--- src/rtl/crr_pkg.sv ---
package crr_pkg;
  localparam logic [2:0] AUXF_DIV_EN = 3'b011;
  localparam logic [2:0] AUXF_RELOCK_LO = 3'b011;
  localparam logic [2:0] AUXF_RELOCK_HI = 3'b110;

  function automatic logic aux_change_relocks(input logic [2:0] code);
    return (code >= AUXF_RELOCK_LO) && (code <= AUXF_RELOCK_HI);
  endfunction
endpackage

--- src/rtl/crr_pin_sync.sv ---
module crr_pin_sync #(
  parameter int W      = 3,
  parameter int STAGES = 2
) (
  input  logic         clk,
  input  logic         rst_n,
  input  logic [W-1:0] async_i,
  output logic [W-1:0] sync_o,
  output logic [W-1:0] prev_o
);
  logic [STAGES-1:0][W-1:0] chain_q;
  logic [W-1:0]             prev_q;

  always_ff @(posedge clk or negedge rst_n) begin
    if (!rst_n) begin
      chain_q <= '0;
      prev_q  <= '0;
    end else begin
      chain_q[0] <= async_i;
      for (int i = 1; i < STAGES; i++) chain_q[i] <= chain_q[i-1];
      prev_q <= chain_q[STAGES-1];
    end
  end

  assign sync_o = chain_q[STAGES-1];
  assign prev_o = prev_q;
endmodule

--- src/rtl/crr_ratio_path.sv ---
module crr_ratio_path #(
  parameter int NUM_SETS = 4,
  parameter int RATIO_W  = 32,
  parameter int DIV_W    = 2,
  parameter int HR_FRAC  = 20,
  parameter int HM_FRAC  = 12,
  parameter int OUT_FRAC = 20,
  parameter int OUT_W    = 40,
  localparam int SEL_W   = $clog2(NUM_SETS)
) (
  input  logic [NUM_SETS*RATIO_W-1:0] ratio_flat,
  input  logic [NUM_SETS*DIV_W-1:0]   div_flat,
  input  logic [SEL_W-1:0]            sel,
  input  logic                        hi_res,
  input  logic                        div_active,
  output logic [OUT_W-1:0]            ratio_o
);
  localparam int HR_SH = OUT_FRAC - HR_FRAC;
  localparam int HM_SH = OUT_FRAC - HM_FRAC;

  logic [RATIO_W-1:0] ratios [NUM_SETS];
  logic [DIV_W-1:0]   divs   [NUM_SETS];

  for (genvar g = 0; g < NUM_SETS; g++) begin : g_unpack
    assign ratios[g] = ratio_flat[g*RATIO_W +: RATIO_W];
    assign divs[g]   = div_flat[g*DIV_W +: DIV_W];
  end

  logic [OUT_W-1:0] widened;
  logic [OUT_W-1:0] normalized;
  logic [DIV_W:0]   shift_amt;

  always_comb begin
    widened    = {{(OUT_W-RATIO_W){1'b0}}, ratios[sel]};
    normalized = hi_res ? (widened << HR_SH) : (widened << HM_SH);
    shift_amt  = {1'b0, divs[sel]} + (DIV_W+1)'(1);
    ratio_o    = div_active ? (normalized >> shift_amt) : normalized;
  end
endmodule

--- src/rtl/crr_init_tracker.sv ---
module crr_init_tracker #(
  parameter int TOGGLES = 3,
  localparam int CW     = $clog2(TOGGLES + 1)
) (
  input  logic clk,
  input  logic rst_n,
  input  logic event_i,
  output logic done_o
);
  logic [CW-1:0] cnt_q;

  always_ff @(posedge clk or negedge rst_n) begin
    if (!rst_n)                                cnt_q <= '0;
    else if (event_i && cnt_q != CW'(TOGGLES)) cnt_q <= cnt_q + CW'(1);
  end

  assign done_o = (cnt_q == CW'(TOGGLES));
endmodule

--- src/rtl/crr_out_stage.sv ---
module crr_out_stage #(
  parameter int OUT_W = 40
) (
  input  logic             clk,
  input  logic             rst_n,
  input  logic [OUT_W-1:0] next_i,
  output logic [OUT_W-1:0] data_o,
  output logic             valid_o,
  input  logic             ready_i
);
  logic             primed_q;
  logic [OUT_W-1:0] data_q;
  logic             valid_q;

  always_ff @(posedge clk or negedge rst_n) begin
    if (!rst_n) begin
      data_q   <= '0;
      valid_q  <= 1'b0;
      primed_q <= 1'b0;
    end else if (!valid_q || ready_i) begin
      if (!primed_q || next_i != data_q) begin
        data_q   <= next_i;
        valid_q  <= 1'b1;
        primed_q <= 1'b1;
      end else begin
        valid_q <= 1'b0;
      end
    end
  end

  assign data_o  = data_q;
  assign valid_o = valid_q;
endmodule

--- src/rtl/clk_ratio_resolver.sv ---
module clk_ratio_resolver #(
  parameter int NUM_SETS    = 4,
  parameter int RATIO_W     = 32,
  parameter int DIV_W       = 2,
  parameter int HR_FRAC     = 20,
  parameter int HM_FRAC     = 12,
  parameter int OUT_FRAC    = 20,
  parameter int OUT_INT     = 20,
  parameter int SYNC_STAGES = 2,
  parameter int INIT_TOGGLES = 3,
  localparam int SEL_W      = $clog2(NUM_SETS),
  localparam int OUT_W      = OUT_INT + OUT_FRAC
) (
  input  logic                        clk,
  input  logic                        rst_n,
  input  logic [NUM_SETS*RATIO_W-1:0] cfg_ratio_flat,
  input  logic [NUM_SETS*DIV_W-1:0]   cfg_div_flat,
  input  logic                        cfg_hi_res,
  input  logic [2:0]                  cfg_aux_func,
  input  logic [SEL_W-1:0]            mode_sel_pin,
  input  logic                        mode_aux_pin,
  output logic [OUT_W-1:0]            ratio_data,
  output logic                        ratio_valid,
  input  logic                        ratio_ready,
  output logic                        relock_req,
  output logic                        init_done
);
  import crr_pkg::*;

  localparam int PIN_W = SEL_W + 1;

  logic [PIN_W-1:0] pins_s, pins_p;
  logic [SEL_W-1:0] sel_s, sel_p;
  logic             aux_s, aux_p;
  logic             sel_chg, aux_chg;
  logic             relock_q;
  logic [OUT_W-1:0] next_ratio;

  crr_pin_sync #(.W(PIN_W), .STAGES(SYNC_STAGES)) u_sync (
    .clk     (clk),
    .rst_n   (rst_n),
    .async_i ({mode_aux_pin, mode_sel_pin}),
    .sync_o  (pins_s),
    .prev_o  (pins_p)
  );

  assign sel_s   = pins_s[SEL_W-1:0];
  assign sel_p   = pins_p[SEL_W-1:0];
  assign aux_s   = pins_s[PIN_W-1];
  assign aux_p   = pins_p[PIN_W-1];
  assign sel_chg = (sel_s != sel_p);
  assign aux_chg = (aux_s != aux_p);

  crr_ratio_path #(
    .NUM_SETS(NUM_SETS), .RATIO_W(RATIO_W), .DIV_W(DIV_W),
    .HR_FRAC(HR_FRAC), .HM_FRAC(HM_FRAC), .OUT_FRAC(OUT_FRAC), .OUT_W(OUT_W)
  ) u_path (
    .ratio_flat (cfg_ratio_flat),
    .div_flat   (cfg_div_flat),
    .sel        (sel_s),
    .hi_res     (cfg_hi_res),
    .div_active ((cfg_aux_func == AUXF_DIV_EN) && aux_s),
    .ratio_o    (next_ratio)
  );

  crr_out_stage #(.OUT_W(OUT_W)) u_out (
    .clk     (clk),
    .rst_n   (rst_n),
    .next_i  (next_ratio),
    .data_o  (ratio_data),
    .valid_o (ratio_valid),
    .ready_i (ratio_ready)
  );

  crr_init_tracker #(.TOGGLES(INIT_TOGGLES)) u_init (
    .clk     (clk),
    .rst_n   (rst_n),
    .event_i (sel_chg),
    .done_o  (init_done)
  );

  always_ff @(posedge clk or negedge rst_n) begin
    if (!rst_n) relock_q <= 1'b0;
    else        relock_q <= sel_chg | (aux_chg & aux_change_relocks(cfg_aux_func));
  end

  assign relock_req = relock_q;
endmodule

--- config.mk ---
export PLATFORM = sky130hd
export DESIGN_NAME = clk_ratio_resolver
export DESIGN_NICKNAME = d
export VERILOG_FILES = /design/src/rtl/crr_pkg.sv /design/src/rtl/crr_pin_sync.sv /design/src/rtl/crr_ratio_path.sv /design/src/rtl/crr_init_tracker.sv /design/src/rtl/crr_out_stage.sv /design/src/rtl/clk_ratio_resolver.sv
export SDC_FILE = /design/constraint.sdc
export NUM_CORES = 1
export LEC_CHECK = 0
export ABC_AREA = 0
export BUFFER_PORTS_ARGS = -buffer_cell sky130_fd_sc_hd__buf_2
export CORE_ASPECT_RATIO = 0.75
export CORE_MARGIN = 2
export CORE_UTILIZATION = 55
export CTS_BUF_LIST = sky130_fd_sc_hd__clkbuf_8
export DETAILED_ROUTE_END_ITERATION = 7
export PLACE_DENSITY_LB_ADDON = 0.3
export SLEW_MARGIN = 30
export SYNTH_ARGS = -nofsm -noshare
export SYNTH_HDL_FRONTEND = slang
export SYNTH_SLANG_ARGS = --single-unit
--- constraint.sdc ---
create_clock -name clk -period 4.5 [get_ports clk]
set_input_delay 0.675 -clock clk [delete_from_list [all_inputs] [get_ports clk]]
set_output_delay 0.675 -clock clk [all_outputs]
set_load 0.03 [all_outputs]
### Word level (Yosys, flattened, before mapping)

Index checks and enable logic that the tools add are counted.

| operators by class | value |
|---|---|
| $add $sub $neg | 2 |
| order comparisons | 3 |
| equality and inequality tests | 6 |
| shifts and indexed selects | 1 |
| multiplexer cells | 9 |
| bitwise operators | 3 |
| reduce and logical (&&, ||, !) cells | 8 |

Operator list:

| cell | number |
|---|---|
| $mux W40 | 2 |
| $bmux W32 S2 | 1 |
| $mux W32 | 2 |
| $ne A40 B40 Y1 | 1 |
| $shr A40 B3 Y40 | 1 |
| $bmux W2 S2 | 1 |
| $mux W2 | 2 |
| $add A2 B1 Y3 const B | 1 |
| $eq A3 B2 Y1 const B | 1 |
| $ge A3 B2 Y1 const B | 1 |
| $ge A3 B3 Y1 const B | 1 |
| $le A3 B3 Y1 const B | 1 |
| $logic_and A1 B1 Y1 | 3 |
| $not A2 Y3 | 1 |
| $add A2 B1 Y2 const B | 1 |
| $eq A2 B2 Y1 const B | 1 |
| $logic_not A1 Y1 | 2 |
| $logic_or A1 B1 Y1 | 2 |
| $ne A2 B2 Y1 | 1 |
| $ne A2 B2 Y1 const B | 1 |
| $reduce_and A2 Y1 | 1 |
| $and A1 B1 Y1 | 1 |
| $mux W1 | 1 |
| $ne A1 B1 Y1 | 1 |
| $or A1 B1 Y1 | 1 |

| storage, ports and cells | value |
|---|---|
| bits in registers | 54 |
| logic and storage cells | 40 |

### Depth between registers and ports, before layout

Gate-level depths: netlist of the first run.

| logic depth | value |
|---|---|
| depth in word-level cells | 10 |
| depth in mapped cells | 15 |

### By module

A second synthesis of the first run with hierarchy kept.

| second synthesis, totals | value |
|---|---|
| cells, all modules | 502 |
| area total of the unflattened synthesis | 5190.0 um^2 |

Modules (own cells, without submodules):

| module | instances | cells each | area each (um^2) | sequential area each (um^2) |
|---|---|---|---|---|
| crr_ratio_path | 1 | 322 | 2578.7 | 0.0 |
| crr_out_stage | 1 | 153 | 2180.8 | 1051.0 |
| crr_pin_sync | 1 | 12 | 247.7 | 225.2 |
| crr_init_tracker | 1 | 6 | 100.1 | 50.0 |
| clk_ratio_resolver | 1 | 9 | 82.6 | 25.0 |

### Worst setup path before layout of the first run

Ideal clock, no wire load.

| path | value |
|---|---|
| path type | input -> register |
| from | input cfg_div_flat[6] |
| to | register u_out.data_q[20] (netlist: u_out.data_o[20]) |
| setup time | 0.123 ns |
| arrival time | 3.530 ns |
| slack | 0.848 ns |
| cell stages on the path | 13 |
| buffers on the path | 4 |
| path through | mux4_2 buf_4 buf_6 mux2i_1 mux4_2 xor2_1 o2111ai_1 nor4_1 and4_1 buf_4 clkbuf_1 nand4b_1 o221a_2 |

| between the ends | value |
|---|---|
| longest elaborated chain between the ends | 9 |

RTL lines:

| item | RTL line | RTL |
|---|---|---|
| from (decl) | clk_ratio_resolver.sv:17 | `input logic [NUM_SETS*DIV_W-1:0] cfg_div_flat,` |
| $bmux W2 S2 * | crr_ratio_path.sv:36 | `shift_amt = {1'b0, divs[sel]} + (DIV_W+1)'(1);` |
| $mux W2 (not written as such) * (2 in a row) | crr_ratio_path.sv:36 |  |
| $add A2 B1 Y3 * | crr_ratio_path.sv:36 |  |
| $shr A40 B3 Y40 * | crr_ratio_path.sv:37 | `ratio_o = div_active ? (normalized >> shift_amt) : normalized;` |
| $mux W40 * | crr_ratio_path.sv:37 |  |
| $ne A40 B40 Y1 | crr_out_stage.sv:21 | `if (!primed_q \|\| next_i != data_q) begin` |
| $logic_or A1 B1 Y1 | crr_out_stage.sv:21 |  |
| $reduce_and A2 Y1 (no source line) | n/a |  |
| to (signal assigned) | crr_out_stage.sv:22 | `data_q <= next_i;` |
| to (decl) | crr_out_stage.sv:12 | `logic [OUT_W-1:0] data_q;` |

Mark *: on every way between the ends. The rest lies on a longest branch, timed or not. The select of a mux whose other input is x is not followed.
A chain may end at the register's enable or synchronous reset.

### Worst setup path after layout of the first run

| path | value |
|---|---|
| from | register u_sync.chain_q, in the netlist u_sync.sync_o[0] |
| to | register u_out.data_q[18] (netlist: u_out.data_o[18]) |

| between the ends | value |
|---|---|
| longest elaborated chain between the ends | 10 |

RTL lines:

| item | RTL line | RTL |
|---|---|---|
| from (decl) | crr_pin_sync.sv:11 | `logic [STAGES-1:0][W-1:0] chain_q;` |
| $not A2 Y3 (not written as such) * | crr_ratio_path.sv:34, crr_ratio_path.sv:36 |  |
| $bmux W2 S2 or $bmux W32 S2 (tied branches) | crr_ratio_path.sv:36, crr_ratio_path.sv:34 |  |
| $mux W2 (not written as such) or $mux W32 (tied branches) (2 in a row) | crr_ratio_path.sv:36, crr_ratio_path.sv:34 |  |
| $add A2 B1 Y3 or $mux W40 (tied branches) | crr_ratio_path.sv:36, crr_ratio_path.sv:35 |  |
| $shr A40 B3 Y40 | crr_ratio_path.sv:37 |  |
| $mux W40 * | crr_ratio_path.sv:37 |  |
| $ne A40 B40 Y1 | crr_out_stage.sv:21 |  |
| $logic_or A1 B1 Y1 | crr_out_stage.sv:21 |  |
| $reduce_and A2 Y1 (no source line) | n/a |  |

Marks and branches as above.

==> results.cfg, run 1 <==
[place]
post-place-ws_ps = 239
gp_congestion = 1.04
hpwlAfterDp_um = 19100
dp.cells = 1026
portBuffers = 188

[timing]
worst_slew_pin_slew_ps = 741
setup_tns_ps = 0
fmax_mhz = 231
drv_slew = 0
finalCritPeriodShare_pct = 96.1
period_needed_ps = 4330
slew_headroom_pct = 50.6
setup_ws_ps = 175
setup_viol = 0
final-hold-violation-count = 0
rsz0062_at_grt = no
fin_skew_ps = 9.24

[logic_synthesis]
syn_avg_cell_area_sq_um = 9.69
synth_area_sq_um = 6770
yosysSeqAreaShare_pct = 20.0
synth_nets = 845
synth_cells = 698
ys_async_sr_fraction_pct = 100
synth_cell_types = 72
synth_edf_count = 0
ys_ff_latch = 54
yosys_warnings = 0
synth-main-ff-cell = dfrtp_1

[floorplanning]
die_area_sq_um = 13200
pin_count = 189
rows = 35
die_h_um = 100
initial_core_util_pct = 55.8
die_x_um = 132
coreArea_sq_um = 12100

[cts]
cts_tree = yes
insertion_delay_ps = 330
cts.path.max_buffers = 2
ctsResizeCount = 0
cts_setup_buffers = 0
cts_buffers = 5
ctsHoldBuffers = 0
cts_root_buffer = clkbuf_8
htreeDepth = 2
clkTransAtPathRegs_ps = 100
cts.sinks = 54

[routing]
vias = 7210
drc = 0
via_per_inst = 6.97
dr.pass1.iters = 7
wire_per_inst_um = 23.8
ant_nets = 0
drtIter0Drc = 783
finalWirelength_um = 24600

[global_route]
grt_pass1_vias = 6935
grt_max_degree = 62
grt_pass1_wl_um = 38700
overflow = 0
antenna_found_initial = 0
track_usage_pct = 37.5

[layout]
final_cell_mix = buf_2 (188), mux4_2 (68), mux2i_1 (58)
diodes = 0
drive_gt1_share_pct = 37.3
area_growth_pct = 19.5
stdcell_count = 1034
layout_commonest_cell = buf_2
nets = 1014
n_fill_cell = 1017

[worst_setup_path]
crit_path_start_kind = register
rr_startpoint = u_sync.sync_o[0]
ff2ff_path_depth = 12
critical_path_class = register to register
reg2reg_to = u_out.data_o[18]
arrival_ps = 4520
cp-startpoint = u_sync.sync_o[0]
cp-end-kind = register
rrSetupSlack_ps = 170
cp_max_fo = 23
worstPathRequired_ps = 4690

[run]
max_cap_viol_count = 0

[min_path]
min_path_cells = 0
min_delay_worst_endpoint = u_sync.sync_o[0]
min_from = u_sync.chain_q[0]
hold_path_class = register to register

[power_and_ir_drop]
peakVddDrop_mv = 0.203
power_uw = 2130
cellLeakagePower_uw = 0.00345
p_per_area_nw_per_um2 = 263

[run_status]
status = complete, no violations
[per-stage QoR]
step	area, sq um	hold WS (ps)	util (%)
final	8090	359	66.7
after detailed placement	7960	339	65.7
after CTS	8080	363	66.6
after global routing	8090	367	66.7
after global placement	7960	335	65.7
after floorplan	6770	331	-
[critical path, cell delays in order, from the launching register on]
cell and delay (ps):
dfrtp_2 500, buf_12 220, buf_4 210, mux4_2 590, mux4_2 560, mux2i_1 410, mux2_1 460, nor2_1 160
and4_1 210, and4_1 270, buf_4 310, a41o_1 230, a31oi_2 40
[worst max path at each step]
stage / end / depth (start not counted)
floorplan: u_out.data_o[20] / 13
global placement: u_out.data_o[18] / 11
detailed placement: u_out.data_o[18] / 11
CTS: u_out.data_o[20] / 12
global route: u_out.data_o[23] / 12
finish: u_out.data_o[18] / 12
[flip-flops by register name, summed over array words and instances (netlist names)]
name / cells
relock_req: 1
u_init.cnt_q: 2
u_out.data_o: 40
u_out.primed_q: 1
u_out.valid_o: 1
u_sync.chain_q: 3
u_sync.prev_o: 3
u_sync.sync_o: 3
[metal layers]
| layer | vias up | GRT usage [%] | share of wire (%) |
|---|---|---|---|
| li1 | 3111 | - | - |
| met1 | 3505 | 52.5 | 40 |
| met2 | 522 | 58.8 | 46 |
| met3 | 72 | 7.12 | 11 |
| met4 | 0 | 13.5 | 3.3 |
| met5 | - | 0 | 0 |
[layout make-up]
type,count,area [sq um],share of cell area (%)
clock inverter,3,48.8,0.603
sequential,54,1350,16.7
tap,166,208,2.57
multi-input combinational,565,5030,62.2
clock buffer,5,68.8,0.851
inverter,12,45.0,0.557
timing repair buffer,229,1340,16.5
[cell usage after synthesis (all sizes together), types with 3 or more instances]
library cell,instances,area (sq um)
nor2b,4,25.0
mux2i,58,581
or3,5,31.3
nand4,5,31.3
a21o,3,22.5
mux2,13,146
o221ai,6,52.6
clkbuf,28,105
and4,5,43.8
xor2,16,140
nor2,45,169
mux4,68,1530
a21oi,28,144
o22ai,4,25.0
xnor2,18,165
nor4,5,37.5
and2,39,244
o31a,4,35.0
nor3b,3,22.5
dfrtp,54,1350
a31oi,4,31.3
nor3,3,15.0
inv,12,45.0
nand2b,6,37.5
a211oi,5,37.5
o21ai,28,140
and3,4,25.0
a211o,6,52.6
o31ai,11,82.6
a2111oi,3,26.3
o21a,3,22.5
nand4b,4,35.0
nand2,54,203
o211ai,5,37.5
nand3,21,110
o41ai,4,35.0
o311ai,3,26.3
buf,39,255
o2111ai,3,26.3
a22oi,8,65.1
a41oi,33,289
[kinds of logic (layout without fill, tap and decap cells)]
| logic type | after synthesis | after routing | synth area share, % |
|---|---|---|---|
| AND/OR/NAND/NOR | 210 | 210 | 16.2 |
| buffers and inverters | 79 | 249 | 5.99 |
| adder cells (fa/ha/maj) | 1 | 1 | 0.185 |
| AO/OA/AOI/OAI | 181 | 181 | 19.7 |
| multiplexers | 139 | 139 | 33.4 |
| flip-flops | 54 | 54 | 20.0 |
| XOR/XNOR | 34 | 34 | 4.51 |
[where the power goes]
group	leakage, uW	internal, uW	switching (uW)	total [uW]
clock	0.0000563	170	186	355
sequential	0.000642	546	84.9	631
combinational	0.00276	485	659	1140
total	0.00345	1200	930	2130
(Power assumes the default switching activity.)
==> run 2: changes to the inputs <==
- PLACE_DENSITY: default -> 0.95
- PLACE_DENSITY_LB_ADDON: 0.3 -> default
==> results.cfg, run 2 (same netlist as run 1, synthesis figures left out) <==
[power_and_ir_drop]
p_comb_share_pct = 52.0
clkPwrFrac_pct = 19.3
intPower_uw = 1260
cellLeakagePower_uw = 0.00342
p_per_area_nw_per_um2 = 275
p_sw_uw = 946
switching_share_pct = 42.9
seq_power_share_pct = 28.7
peakVddDrop_mv = 0.148

[worst_setup_path]
critical_path_class = register to register
crit_path_start_kind = register
cp_max_fo = 29
arrival_ps = 4360
cp-end-kind = register
worstPathRequired_ps = 4720

[layout]
drive_gt1_share_pct = 36.6
diodes = 0
largest_reg_flops = 40
n_fill_cell = 953
final_cell_mix = buf_2 (188), mux4_2 (68), mux2i_1 (58)
stdcell_count = 1025
area_growth_pct = 18.4
nets = 1005
layout_commonest_cell = buf_2

[floorplanning]
pin_count = 189
initial_core_util_pct = 55.8
die_x_um = 132
rows = 35
die_area_sq_um = 13200
coreArea_sq_um = 12100
die_h_um = 100

[global_route]
track_usage_pct = 37.4
overflow = 0
grt_pass1_vias = 7066
grt_pass1_wl_um = 38700
grt_max_degree = 62
antenna_found_initial = 0

[cts]
insertion_delay_ps = 330
cts_buffers = 5
htreeDepth = 2
cts.path.max_buffers = 2
cts_tree = yes
cts_root_buffer = clkbuf_8
clkTransAtPathRegs_ps = 120
cts_setup_buffers = 0
cts.sinks = 54
ctsResizeCount = 0
ctsHoldBuffers = 0

[run_status]
status = complete, no violations

[timing]
period_needed_ps = 4140
finalCritPeriodShare_pct = 92.0
slew_headroom_pct = 41.6
setup_tns_ps = 0
hold_ws_ps = 377
worst_slew_pin_slew_ps = 871
rsz0062_at_grt = no
drv_slew = 0
fin_skew_ps = 14.9
final-hold-violation-count = 0
setup_viol = 0
fmax_mhz = 242

[routing]
dr.pass1.iters = 6
vias = 7368
wire_per_inst_um = 24.0
via_per_inst = 7.19
finalWirelength_um = 24600
drc = 0
ant_nets = 0
drtIter0Drc = 1112

[place]
portBuffers = 188
hpwlAfterDp_um = 19000
dp.cells = 1017
gp_congestion = 1.04

[run]
max_cap_viol_count = 0

[min_path]
hold_path_class = register to register
==> run 2: cell count changes in the layout (fill, tap and decap cells not counted), sizes merged <==
cell	delta
buf	-9
bufinv	+1
clkbuf	+1
clkinvlp	-1
inv	-1
==> run 2: layout make-up <==
type	count	area [sq um]	share of cell area, %
Inverter	12	45.0	0.562
Timing Repair Buffer	220	1240	15.5
Sequential cell	54	1350	16.9
Clock buffer	6	82.6	1.03
Tap cell	166	208	2.59
Clock inverter	2	60.1	0.749
Multi-Input combinational cell	565	5020	62.7
==> run 2: power groups by stage <==
stage               Combinational, uW  Clock [uW]  Sequential, uW
finish                           1150         426             633
global route                     1210         446             640
CTS                              1110         422             629
global placement                 1080           0             634
floorplan                         670           0             707
detailed placement               1110           0             638
==> run 2: critical path: stages (launching register included) <==
cell and delay (ps):
dfrtp_2 450, buf_4 340, mux4_2 670, mux4_2 550
mux4_2 560, xnor2_2 170, o2111ai_1 190, nor4_4 380
buf_4 380, a41oi_1 180, o31a_1 130
==> run 2: through the flow <==
| stage | utilization, % | cell area, sq um | setup slack [ps] | total power [uW] |
|---|---|---|---|---|
| finish | 66.1 | 8010 | 361 | 2210 |
| global route | 66.1 | 8010 | 178 | 2290 |
| CTS | 66.1 | 8010 | 388 | 2160 |
| detailed placement | 64.9 | 7870 | 278 | 1750 |
| global placement | 64.9 | 7870 | 325 | 1710 |
| floorplan | - | 6770 | 848 | 1380 |
==> run 2: final timing paths <==
path | start | to | slack, ps | cells after the start
min | u_sync.chain_q[0] | u_sync.sync_o[0] | 380 | 0
max | u_sync.sync_o[0] | u_out.data_o[5] | 360 | 10
max in group asynchronous | rst_n | u_sync.sync_o[1] | 3520 | 2
min in group asynchronous | rst_n | u_sync.chain_q[2] | 480 | 2
max reg2reg | u_sync.sync_o[0] | u_out.data_o[5] | 360 | 10
min reg2reg | u_sync.chain_q[0] | u_sync.sync_o[0] | 380 | 0
==> run 2: layer usage <==
metal | vias to the layer above | global-route usage [%] | share of wire, %
met5 | - | 0 | 0
met4 | 0 | 14.9 | 3.9
met3 | 95 | 9.90 | 14
met2 | 679 | 59.6 | 45
met1 | 3509 | 49.1 | 37
li1 | 3085 | - | -
